## config.mk

```make
export PLATFORM = sky130hd
export DESIGN_NAME = phase_pattern_seq
export DESIGN_NICKNAME = d
export VERILOG_FILES = /design/src/rtl/pps_pkg.sv /design/src/rtl/pps_pattern_regs.sv /design/src/rtl/pps_edge_det.sv /design/src/rtl/pps_out_stage.sv /design/src/rtl/phase_pattern_seq.sv
export SDC_FILE = /design/constraint.sdc
export NUM_CORES = 1
export LEC_CHECK = 0
export ABC_CLOCK_PERIOD_IN_PS = 900
export BUFFER_PORTS_ARGS = -buffer_cell sky130_fd_sc_hd__clkbuf_2
export CAP_MARGIN = 10
export CORE_UTILIZATION = 45
export DETAILED_ROUTE_END_ITERATION = 7
export GPL_TIMING_DRIVEN = 0
export PLACE_DENSITY = 0.82
export SKIP_CTS_REPAIR_TIMING = 1
export SLEW_MARGIN = 20
export SYNTH_ARGS = -nofsm -noshare
export SYNTH_HDL_FRONTEND = slang
export SYNTH_SLANG_ARGS = --single-unit
```

## constraint.sdc

```tcl
create_clock -name clk -period 0.9 [get_ports clk]
set_input_delay 0.18 -clock clk [delete_from_list [all_inputs] [get_ports clk]]
set_output_delay 0.18 -clock clk [all_outputs]
set_load 0.02 [all_outputs]
```

## src/rtl/pps_pkg.sv

```systemverilog
package pps_pkg;
   // Roles of the two pattern buffers, as selected by wr_sel
   typedef enum logic {
      BUF_PRIMARY  = 1'b0,
      BUF_FOLLOWUP = 1'b1
   } buf_sel_e;

   localparam int unsigned DEF_N_PHASE = 3;
   localparam int unsigned DEF_LEGS    = 2;
   localparam int unsigned DEF_DATA_W  = 8;
endpackage

```

## src/rtl/pps_pattern_regs.sv

```systemverilog
module pps_pattern_regs
   import pps_pkg::*;
#(
   parameter int unsigned DATA_W = DEF_DATA_W,
   parameter int unsigned PAT_W  = DEF_N_PHASE * DEF_LEGS
) (
   input  logic              clk,
   input  logic              rst_n,
   input  logic              wr_en,
   input  logic              wr_sel,
   input  logic [DATA_W-1:0] wr_data,
   output logic [PAT_W-1:0]  first_q,
   output logic [PAT_W-1:0]  second_q,
   output logic [PAT_W-1:0]  first_nx,
   output logic [PAT_W-1:0]  second_nx
);
   logic wr_first, wr_second;

   assign wr_first  = wr_en && (buf_sel_e'(wr_sel) == BUF_PRIMARY);
   assign wr_second = wr_en && (buf_sel_e'(wr_sel) == BUF_FOLLOWUP);

   // Write-first view, so a same-cycle transfer sees the new data
   assign first_nx  = wr_first  ? wr_data[PAT_W-1:0] : first_q;
   assign second_nx = wr_second ? wr_data[PAT_W-1:0] : second_q;

   always_ff @(posedge clk) begin
      if (!rst_n) begin
         first_q  <= '1;
         second_q <= '1;
      end else begin
         first_q  <= first_nx;
         second_q <= second_nx;
      end
   end
endmodule

```

## src/rtl/pps_edge_det.sv

```systemverilog
module pps_edge_det #(
   parameter int unsigned N     = 3,
   parameter bit          FALL  = 1'b1
) (
   input  logic         clk,
   input  logic         rst_n,
   input  logic [N-1:0] sig,
   output logic [N-1:0] evt
);
   logic [N-1:0] sig_q;

   always_ff @(posedge clk) begin
      if (!rst_n) sig_q <= '0;
      else        sig_q <= sig;
   end

   for (genvar i = 0; i < N; i++) begin : g_ch
      if (FALL) begin : g_fall
         assign evt[i] = sig_q[i] & ~sig[i];
      end else begin : g_rise
         assign evt[i] = ~sig_q[i] & sig[i];
      end
   end
endmodule

```

## src/rtl/pps_out_stage.sv

```systemverilog
module pps_out_stage #(
   parameter int unsigned N_PHASE = 3,
   parameter int unsigned LEGS    = 2,
   localparam int unsigned PAT_W  = N_PHASE * LEGS
) (
   input  logic               clk,
   input  logic               rst_n,
   input  logic               load,
   input  logic [PAT_W-1:0]   first_nx,
   input  logic [PAT_W-1:0]   second_nx,
   input  logic [N_PHASE-1:0] evt,
   output logic [PAT_W-1:0]   lvl,
   output logic [PAT_W-1:0]   hold
);
   always_ff @(posedge clk) begin
      if (!rst_n)    hold <= '1;
      else if (load) hold <= second_nx;
   end

   for (genvar p = 0; p < N_PHASE; p++) begin : g_phase
      logic [LEGS-1:0] leg_q;
      always_ff @(posedge clk) begin
         if (!rst_n)      leg_q <= '1;
         else if (load)   leg_q <= first_nx[p*LEGS +: LEGS];
         else if (evt[p]) leg_q <= hold[p*LEGS +: LEGS];
      end
      assign lvl[p*LEGS +: LEGS] = leg_q;
   end
endmodule

```

## src/rtl/phase_pattern_seq.sv

```systemverilog
module phase_pattern_seq
   import pps_pkg::*;
#(
   parameter int unsigned N_PHASE = DEF_N_PHASE,
   parameter int unsigned LEGS    = DEF_LEGS,
   parameter int unsigned DATA_W  = DEF_DATA_W
) (
   input  logic                       clk,
   input  logic                       rst_n,
   input  logic                       wr_en,
   input  logic                       wr_sel,
   input  logic [DATA_W-1:0]          wr_data,
   output logic [DATA_W-1:0]          rd_data,
   input  logic                       xfer_trig,
   input  logic [N_PHASE-1:0]         os_pulse,
   output logic [N_PHASE*LEGS-1:0]    phase_lvl
);
   localparam int unsigned PAT_W = N_PHASE * LEGS;

   if (DATA_W <= PAT_W) begin : g_bad_width
      $error("DATA_W must exceed the pattern width");
   end
   if (N_PHASE < 1 || LEGS < 1) begin : g_bad_shape
      $error("N_PHASE and LEGS must be at least 1");
   end

   logic [PAT_W-1:0]   first_q, second_q, first_nx, second_nx, hold_q;
   logic [N_PHASE-1:0] fall_evt;

   pps_pattern_regs #(.DATA_W(DATA_W), .PAT_W(PAT_W)) u_regs (
      .clk       (clk),
      .rst_n     (rst_n),
      .wr_en     (wr_en),
      .wr_sel    (wr_sel),
      .wr_data   (wr_data),
      .first_q   (first_q),
      .second_q  (second_q),
      .first_nx  (first_nx),
      .second_nx (second_nx)
   );

   pps_edge_det #(.N(N_PHASE), .FALL(1'b1)) u_edge (
      .clk   (clk),
      .rst_n (rst_n),
      .sig   (os_pulse),
      .evt   (fall_evt)
   );

   pps_out_stage #(.N_PHASE(N_PHASE), .LEGS(LEGS)) u_out (
      .clk       (clk),
      .rst_n     (rst_n),
      .load      (xfer_trig),
      .first_nx  (first_nx),
      .second_nx (second_nx),
      .evt       (fall_evt),
      .lvl       (phase_lvl),
      .hold      (hold_q)
   );

   assign rd_data = {{(DATA_W-PAT_W){1'b0}}, phase_lvl};
endmodule

```

==> results.json, run 1 <==
{
  "outcome": "complete, but fails checks",
  "violated_checks": "setup timing",
  "cp_slowest_stage_delay_ns": 0.37,
  "netlist_top_cells_area": "sky130_fd_sc_hd__dfxtp_1, sky130_fd_sc_hd__mux2i_1, sky130_fd_sc_hd__nand3_1, sky130_fd_sc_hd__buf_4, sky130_fd_sc_hd__nand2_1",
  "placeableCoreArea_um2": 2280,
  "globalRouteTotalUtil_pct": 19.0,
  "worst-path-max-fanout": 3,
  "worst-endpoint-arrival_ns": 0.91,
  "drt_first_pass_iters": 4,
  "initial_core_utilization_pct": 49.3,
  "areaGrowthSynthToFinish_pct": 27.4,
  "number_of_distinct_library_cell_variants_in_the_gate_level_netlist_after_synthesis": 19,
  "drive_gt1_share_pct": 33.3,
  "finalWirelength_mm": 2.31,
  "synth_area_per_cell_um2": 9.20,
  "die_w_um": 51.9,
  "ys_warns": 0,
  "fin_tns_setup_ns": -1.83,
  "cts.root.buffer_cell": "sky130_fd_sc_hd__clkbuf_4",
  "port-buffer-count": 25,
  "grt.overflow.total": 0,
  "detailedPlacementHpwl_mm": 1.71,
  "power.ir.vdd_worst_v": 0.000825,
  "placementRows": 17,
  "critical-path-slowest-cell": "sky130_fd_sc_hd__dfxtp_2",
  "top_level_ports": 30,
  "critical_path_required_ns": 0.72,
  "min-delay-start": "os_pulse[1]",
  "clock-skew-final_ns": 0.00599,
  "clock_tree_from_tritoncts": "yes",
  "antenna_violating_nets_post_route": 0,
  "critPathMostFrequentCell": "sky130_fd_sc_hd__buf_6",
  "endpoints_failing_hold": 0,
  "nets": 170,
  "floorplan.die_area_um2": 2700,
  "initialDrtViolationCount": 30,
  "leakagePower_nw": 0.697,
  "finalHoldWorstSlack_ns": 0.0622,
  "netlist_instances": 122,
  "post_synth_most_frequent_cells": "sky130_fd_sc_hd__dfxtp_1, sky130_fd_sc_hd__nand3_1, sky130_fd_sc_hd__nand2_1, sky130_fd_sc_hd__mux2i_1, sky130_fd_sc_hd__buf_4",
  "hold_class": "input pin to register",
  "drc_errors": 0,
  "synth-edff-count": 0,
  "rsz0062_at_grt": "yes",
  "critPathKind": "register to output port",
  "cts_made_buffers": 3,
  "critical_path_cell_by_cell": "buf_6, buf_6",
  "die-height_um": 51.9,
  "yosys_most_used_dff": "sky130_fd_sc_hd__dfxtp_1",
  "n_antenna_cell": 0,
  "maxSlewViolCount": 0,
  "drv.max_cap_violation_count": 0,
  "detail_route.wl_per_cell_um": 12.7,
  "achievable-frequency_ghz": 0.913,
  "ff_latch_area_um2": 551,
  "clkTransAtPathRegs_ns": 0.15,
  "avgViaCountPerCell": 5.33,
  "fill_cells": 196,
  "reg2reg_from": "u_edge.sig_q[2]",
  "final-setup-viol-count": 12,
  "synth_area_um2": 1120,
  "initial_antenna_violation_count": 0,
  "final_min_period_over_clock_period_pct": 122,
  "place.gp.congestion": 0.778,
  "multiInputGateArea_um2": 474,
  "top_area_cell_type_share_of_the_netlist_area_pct": 48.2,
  "first_pass_grt_wire_length_mm": 3.88,
  "fin_total_pwr_mw": 2.23,
  "vias": 965,
  "maximum_number_of_pins_on_one_net_before_global_route_repair": 17,
  "cts_buffer_depth": 2,
  "cts.sinks": 27,
  "critical_path_capture_point_type": "output port",
  "yosysTopAreaCell": "sky130_fd_sc_hd__dfxtp_1",
  "first_global_vias": 877,
  "worst_setup_path_start_kind": "register",
  "period_minus_slack_ns": 1.09,
  "timing.critical_path.from": "u_out.g_phase[0].leg_q[1]",
  "setup_slack_after_layout_ns": -0.195,
  "synth-seq-cells": 27,
  "cts_htree_levels": 1,
  "synth_most_common_cell": "sky130_fd_sc_hd__dfxtp_1",
  "clk_latency_worst_skew_pair_ns": 0.32,
  "slack_of_the_worst_reg_to_reg_path_ns": 0.03,
  "share_of_the_yosys_chip_area_belonging_to_registers_pct": 48.2,
  "pwr_density_cell_nw_per_um2": 1560,
  "synthArstFlopShare_pct": 0
}
==> per-layer routing <==
metal	global-route usage, %	wire (µm)	vias to the layer above
met2	32.5	1240	23
met3	1.75	82	6
met4	10.4	36	0
met5	0	0	-
li1	-	-	479
met1	23.2	942	457
==> layout make-up <==
type | count | share of cell area [%]
Buffer | 17 | 8.84
Clock buffer | 3 | 1.57
Clock inverter | 1 | 0.525
Inverter | 6 | 1.57
Multi-Input combinational cell | 73 | 33.2
Sequential cell | 27 | 38.5
Tap cell | 28 | 2.45
Timing Repair Buffer | 26 | 13.4
==> placed cells by master, fill, tap and decap left out <==
cell type	instances
sky130_fd_sc_hd__a22oi_1	5
sky130_fd_sc_hd__nand2_1	14
sky130_fd_sc_hd__inv_1	6
sky130_fd_sc_hd__clkbuf_1	5
sky130_fd_sc_hd__dfxtp_2	8
sky130_fd_sc_hd__o2111ai_1	6
sky130_fd_sc_hd__nand2b_1	2
sky130_fd_sc_hd__clkbuf_2	13
sky130_fd_sc_hd__clkinvlp_4	1
sky130_fd_sc_hd__dfxtp_1	19
sky130_fd_sc_hd__conb_1	2
sky130_fd_sc_hd__mux2i_1	11
sky130_fd_sc_hd__nand3_1	18
sky130_fd_sc_hd__buf_1	1
sky130_fd_sc_hd__and2_1	4
sky130_fd_sc_hd__nand4_1	6
sky130_fd_sc_hd__buf_6	16
sky130_fd_sc_hd__nand2b_4	2
sky130_fd_sc_hd__buf_2	4
sky130_fd_sc_hd__or2_1	1
sky130_fd_sc_hd__clkbuf_4	3
sky130_fd_sc_hd__a32oi_1	1
sky130_fd_sc_hd__buf_4	4
sky130_fd_sc_hd__nor2b_1	1
==> through the flow <==
stage	instances	cell area [µm²]	setup WS [ns]	utilization, %
2_1_floorplan	123	1130	0.0446	-
3_3_place_gp	176	1290	-0.199	56.5
3_5_place_dp	176	1290	-0.246	56.5
4_1_cts	180	1320	-0.286	57.8
5_1_grt	181	1430	-0.230	62.8
6_report	181	1430	-0.195	62.8
==> power breakdown <==
group | total [mW] | switching (mW) | internal [mW]
clock network | 0.523 | 0.353 | 0.170
registers | 1.31 | 0.0406 | 1.27
logic | 0.391 | 0.205 | 0.186
total | 2.23 | 0.599 | 1.63
==> critical path: cells and delay by family, from the launching register on <==
kind                   cells  cell delay (ns)
buffers and inverters      2             0.23
flip-flops                 1             0.37
==> kinds of logic (layout without fill, tap and decap cells) <==
group / count (synthesis) / in the layout / synth area share [%]
other cells: 1 / 2 / 0.334
compound gates: 12 / 12 / 8.81
mux: 11 / 11 / 9.81
flops: 27 / 27 / 48.2
buf+inv: 23 / 53 / 11.3
simple gates: 48 / 48 / 21.6
==> state kept, by name, indices dropped and copies added, names as in the netlist <==
| signal | flops |
|---|---|
| u_out.g_phase.leg_q | 6 |
| u_out.hold | 6 |
| u_regs.first_q | 6 |
| u_regs.second_q | 6 |
| u_edge.sig_q | 3 |
==> worst paths after layout <==
path	endpoint	depth (start not counted)
min reg2reg	u_regs.second_q[0]	2
max	rd_data[1]	2
min	u_edge.sig_q[1]	2
max reg2reg	u_out.g_phase[2].leg_q[1]	3
Note: power is estimated with default switching activity, not from simulation.
==> run 2, diff against run 1 <==
--- a/config.mk
+++ b/config.mk
@@ -6,7 +6,7 @@
 export NUM_CORES = 1
 export LEC_CHECK = 0
 export ABC_CLOCK_PERIOD_IN_PS = 900
-export BUFFER_PORTS_ARGS = -buffer_cell sky130_fd_sc_hd__clkbuf_2
+export BUFFER_PORTS_ARGS = -buffer_cell sky130_fd_sc_hd__buf_2
 export CAP_MARGIN = 10
 export CORE_UTILIZATION = 45
 export DETAILED_ROUTE_END_ITERATION = 7
==> results.json, run 2 (synthesis gave the netlist of run 1 again) <==
{
  "outcome": "complete, but fails checks",
  "violated_checks": "setup timing",
  "placementRows": 17,
  "cts_made_buffers": 3,
  "antenna_violating_nets_post_route": 0,
  "cts_htree_levels": 1,
  "clock-skew-final_ns": 0.00324,
  "critical_path_required_ns": 0.72,
  "reg2reg_from": "u_edge.sig_q[2]",
  "worst-endpoint-arrival_ns": 0.89,
  "fin_total_pwr_mw": 2.20,
  "cts.sinks": 27,
  "cpLargestDelayFamily": "flip-flops",
  "drv.max_cap_violation_count": 0,
  "drive_gt1_share_pct": 33.6,
  "critPathMostFrequentCell": "sky130_fd_sc_hd__buf_6",
  "min_delay_worst_endpoint": "u_edge.sig_q[1]",
  "n_antenna_cell": 0,
  "critical_path_cell_by_cell": "buf_6, buf_6",
  "final_cell_count_no_fill": 180,
  "first_global_vias": 812,
  "port-buffer-count": 25,
  "period_minus_slack_ns": 1.07,
  "initial_core_utilization_pct": 49.3,
  "nets": 169,
  "drc_errors": 0,
  "detailedPlacementHpwl_mm": 1.69,
  "placeableCoreArea_um2": 2280,
  "worst-path-max-fanout": 3,
  "clock_tree_from_tritoncts": "yes",
  "r2r_cells": 3,
  "vias": 954,
  "final-setup-viol-count": 12,
  "whs_path_depth": 2,
  "power.ir.vdd_worst_v": 0.000811,
  "final_min_period_over_clock_period_pct": 119,
  "rsz0062_at_grt": "yes",
  "drt_first_pass_iters": 4,
  "hold_class": "input pin to register",
  "critPathKind": "register to output port",
  "avgViaCountPerCell": 5.30,
  "fin_util_pct": 62.9,
  "endpoints_failing_hold": 0,
  "clkTransAtPathRegs_ns": 0.14,
  "floorplan.die_area_um2": 2700,
  "initial_antenna_violation_count": 0,
  "cp_slowest_stage_delay_ns": 0.36,
  "critPathBufInv": 2,
  "cts_buffer_depth": 2,
  "min-delay-start": "os_pulse[1]",
  "clk_latency_worst_skew_pair_ns": 0.31,
  "place_worst_setup_slack_ns": -0.253,
  "slack_of_the_worst_reg_to_reg_path_ns": 0.02,
  "detail_route.wl_per_cell_um": 12.3,
  "initialDrtViolationCount": 32,
  "grt.overflow.total": 0,
  "fin_tns_setup_ns": -1.58,
  "cts.root.buffer_cell": "sky130_fd_sc_hd__clkbuf_4",
  "die_w_um": 51.9,
  "first_pass_grt_wire_length_mm": 3.51,
  "r2r-end": "u_out.g_phase[2].leg_q[1]",
  "critical-path-slowest-cell": "sky130_fd_sc_hd__dfxtp_2",
  "highest_count_cells_in_the_layout_ignoring_fill_and_taps": "sky130_fd_sc_hd__dfxtp_1, sky130_fd_sc_hd__nand3_1, sky130_fd_sc_hd__buf_6",
  "setup_slack_after_layout_ns": -0.173,
  "maximum_number_of_pins_on_one_net_before_global_route_repair": 17,
  "die-height_um": 51.9,
  "areaGrowthSynthToFinish_pct": 27.5,
  "place.gp.congestion": 0.780,
  "fill_cells": 192,
  "pwr_density_cell_nw_per_um2": 1540,
  "maxSlewViolCount": 0,
  "numPlacedInstances": 176,
  "leakagePower_nw": 0.694,
  "finalWirelength_mm": 2.21,
  "top_level_ports": 30,
  "worst_setup_path_start_kind": "register",
  "globalRouteTotalUtil_pct": 17.1,
  "critical_path_capture_point_type": "output port",
  "achievable-frequency_ghz": 0.932,
  "layout_commonest_cell": "sky130_fd_sc_hd__dfxtp_1"
}
[run 2: cell types whose count changed in the layout (fill, tap and decap cells not counted), sizes merged]
cell / previous run / this run
buf: 25 / 37
clkbuf: 21 / 8
[run 2: how the worst max path moves through the flow]
| stage | from | to | slack [ns] | cells past startpoint |
|---|---|---|---|---|
| finish | u_out.g_phase[2].leg_q[1] | rd_data[5] | -0.17 | 2 |
| floorplan | xfer_trig | u_out.g_phase[2].leg_q[1] | 0.04 | 3 |
| global route | u_out.g_phase[2].leg_q[1] | rd_data[5] | -0.22 | 2 |
| CTS | u_out.g_phase[2].leg_q[0] | rd_data[4] | -0.25 | 2 |
| detailed placement | xfer_trig | u_out.g_phase[2].leg_q[0] | -0.25 | 4 |
| global placement | xfer_trig | u_out.g_phase[2].leg_q[1] | -0.22 | 4 |
[run 2: through the flow]
step / cell area [µm²] / hold slack, ns
floorplan: 1130 / 0.302
global placement: 1290 / 0.389
detailed placement: 1290 / 0.400
CTS: 1320 / 0.0642
global route: 1430 / 0.0623
finish: 1430 / 0.0731
[run 2: area by class of cell]
class | instances | area (µm²) | area share (%)
buffer | 17 | 126 | 8.83
clock buffer | 3 | 22.5 | 1.57
clock inverter | 1 | 7.51 | 0.524
inverter | 6 | 22.5 | 1.57
multi-input combinational | 73 | 477 | 33.3
sequential | 27 | 551 | 38.5
tap | 28 | 35.0 | 2.45
timing repair buffer | 25 | 190 | 13.3
[run 2: layer usage]
layer	up-vias	routed length [µm]	track usage (%)
met5	-	0	0
met4	0	29	5.86
met3	4	55	2.34
met2	22	1150	30.1
met1	451	974	20.9
li1	477	-	-
[run 2: power by group]
| group | leakage [nW] | switching [mW] | internal, mW | total (mW) |
|---|---|---|---|---|
| Combinational | 0.459 | 0.202 | 0.187 | 0.389 |
| Clock | 0.0139 | 0.329 | 0.169 | 0.498 |
| Sequential | 0.221 | 0.0403 | 1.27 | 1.31 |
| Total | 0.694 | 0.571 | 1.63 | 2.20 |
==> run 3, diff against run 2 <==
--- a/config.mk
+++ b/config.mk
@@ -6,14 +6,14 @@
 export NUM_CORES = 1
 export LEC_CHECK = 0
 export ABC_CLOCK_PERIOD_IN_PS = 900
-export BUFFER_PORTS_ARGS = -buffer_cell sky130_fd_sc_hd__buf_2
 export CAP_MARGIN = 10
-export CORE_UTILIZATION = 45
+export CORE_UTILIZATION = 54
 export DETAILED_ROUTE_END_ITERATION = 7
+export DONT_BUFFER_PORTS = 1
 export GPL_TIMING_DRIVEN = 0
-export PLACE_DENSITY = 0.82
+export PLACE_DENSITY = 0.81
 export SKIP_CTS_REPAIR_TIMING = 1
-export SLEW_MARGIN = 20
+export SLEW_MARGIN = 5
 export SYNTH_ARGS = -nofsm -noshare
 export SYNTH_HDL_FRONTEND = slang
 export SYNTH_SLANG_ARGS = --single-unit
==> results.json, run 3 (synthesis gave the netlist of run 1 again) <==
{
  "outcome": "complete, but fails checks",
  "violated_checks": "setup timing",
  "initial_antenna_violation_count": 0,
  "first_pass_grt_wire_length_mm": 3.22,
  "globalRouteTotalUtil_pct": 20.9,
  "critPathBufInv": 1,
  "fin_tns_setup_ns": -0.869,
  "drc_errors": 0,
  "rsz0062_at_grt": "yes",
  "final_cell_count_no_fill": 158,
  "cts.sinks": 27,
  "critPathKind": "register to output port",
  "detail_route.wl_per_cell_um": 13.8,
  "n_antenna_cell": 0,
  "cts.root.buffer_cell": "sky130_fd_sc_hd__clkbuf_4",
  "p_comb_share_pct": 13.6,
  "achievable-frequency_ghz": 0.960,
  "p_sw_share_pct": 25.7,
  "die_w_um": 47.6,
  "clk_latency_worst_skew_pair_ns": 0.31,
  "worst-path-stages": 1,
  "initialDrtViolationCount": 31,
  "floorplan.die_area_um2": 2260,
  "vias": 870,
  "drv.max_cap_violation_count": 0,
  "gr-usage-met3_pct": 4.53,
  "maxSlewViolCount": 0,
  "placementRows": 16,
  "worst_setup_path_start_kind": "register",
  "fin_util_pct": 66.1,
  "cts_buffer_depth": 2,
  "clock-skew-final_ns": 0.00518,
  "drt_first_pass_iters": 4,
  "final_min_period_over_clock_period_pct": 116,
  "finalWirelength_mm": 2.18,
  "die-height_um": 47.6,
  "place.gp.congestion": 0.782,
  "final-setup-viol-count": 13,
  "detailedPlacementHpwl_mm": 1.58,
  "endpoints_failing_hold": 0,
  "power.ir.vdd_worst_v": 0.00105,
  "pwr-share-seq_pct": 62.5,
  "port-buffer-count": 0,
  "top_level_ports": 30,
  "critical_path_cell_by_cell": "buf_6",
  "nets": 148,
  "cpLargestDelayFamily": "flip-flops",
  "critical_path_required_ns": 0.72,
  "antenna_violating_nets_post_route": 0,
  "setup_slack_after_layout_ns": -0.141,
  "hold_class": "input pin to register",
  "whs_path_depth": 2,
  "highest_count_cells_in_the_layout_ignoring_fill_and_taps": "sky130_fd_sc_hd__nand3_1, sky130_fd_sc_hd__dfxtp_1, sky130_fd_sc_hd__nand2_1",
  "critical_path_capture_point_type": "output port",
  "critical-path-slowest-cell": "sky130_fd_sc_hd__dfxtp_4",
  "clkPwrFrac_pct": 23.9,
  "avgViaCountPerCell": 5.51,
  "cts_made_buffers": 3,
  "worst-path-max-fanout": 3,
  "period_minus_slack_ns": 1.04,
  "netSwitchingPower_mw": 0.543,
  "maximum_number_of_pins_on_one_net_before_global_route_repair": 15,
  "multiInputGateArea_um2": 482,
  "first_global_vias": 787,
  "global_route.peak_usage_layer": "met2",
  "placeableCoreArea_um2": 1960,
  "leakagePower_nw": 0.602,
  "cts_htree_levels": 1,
  "r2r_cells": 3,
  "clock_tree_from_tritoncts": "yes",
  "grt.overflow.total": 0,
  "numPlacedInstances": 150,
  "internal_power_mw": 1.57,
  "clkTransAtPathRegs_ns": 0.14,
  "cp_slowest_stage_delay_ns": 0.42,
  "globalRouteMet2Util_pct": 35.1,
  "pwr_density_cell_nw_per_um2": 1630,
  "initial_core_utilization_pct": 57.2,
  "grt_use_met1_pct": 24.0,
  "areaGrowthSynthToFinish_pct": 15.6,
  "drive_gt1_share_pct": 19.8,
  "ff_latch_area_um2": 567,
  "worst-endpoint-arrival_ns": 0.86,
  "fill_cells": 165
}
==> run 3: final cells by class <==
class                           instances  share of cell area [%]
Buffer                                 17                    9.74
Timing Repair Buffer                    4                    3.09
Multi-Input combinational cell         73                    37.1
Tap cell                               27                    2.60
Inverter                                6                    1.74
Clock buffer                            4                    2.03
Sequential cell                        27                    43.7
==> run 3: stage by stage <==
stage          instance area (µm²)  setup WS (ns)  power (mW)  hold slack (ns)
5_1_grt                       1300         -0.180        2.21          0.00332
6_report                      1300         -0.141        2.11           0.0110
4_1_cts                       1190         -0.307        2.09          -0.0247
3_5_place_dp                  1160         -0.103        1.60            0.306
3_3_place_gp                  1160        -0.0987        1.59            0.305
2_1_floorplan                 1130         0.0446        1.56            0.302
==> run 3: worst paths after layout <==
kind	startpoint	slack (ns)	end
max	u_out.g_phase[1].leg_q[0]	-0.14	rd_data[2]
min reg2reg	u_regs.second_q[4]	0.49	u_regs.second_q[4]
max reg2reg	u_edge.sig_q[2]	-0.01	u_out.g_phase[2].leg_q[1]
min	wr_data[1]	0.01	u_regs.second_q[1]
==> run 3: power groups by stage <==
stage	logic (mW)	registers (mW)	clock network (mW)
after floorplan	0.222	1.34	0
after global placement	0.249	1.34	0
after detailed placement	0.256	1.35	0
after CTS	0.257	1.32	0.512
after global routing	0.323	1.33	0.558
final	0.288	1.32	0.504
==> run 3: layer usage <==
layer  vias up  share of wire, %
li1        430                 -
met1       401                43
met2        37                50
met3         2               6.5
met4         0              0.55
met5         -                 0
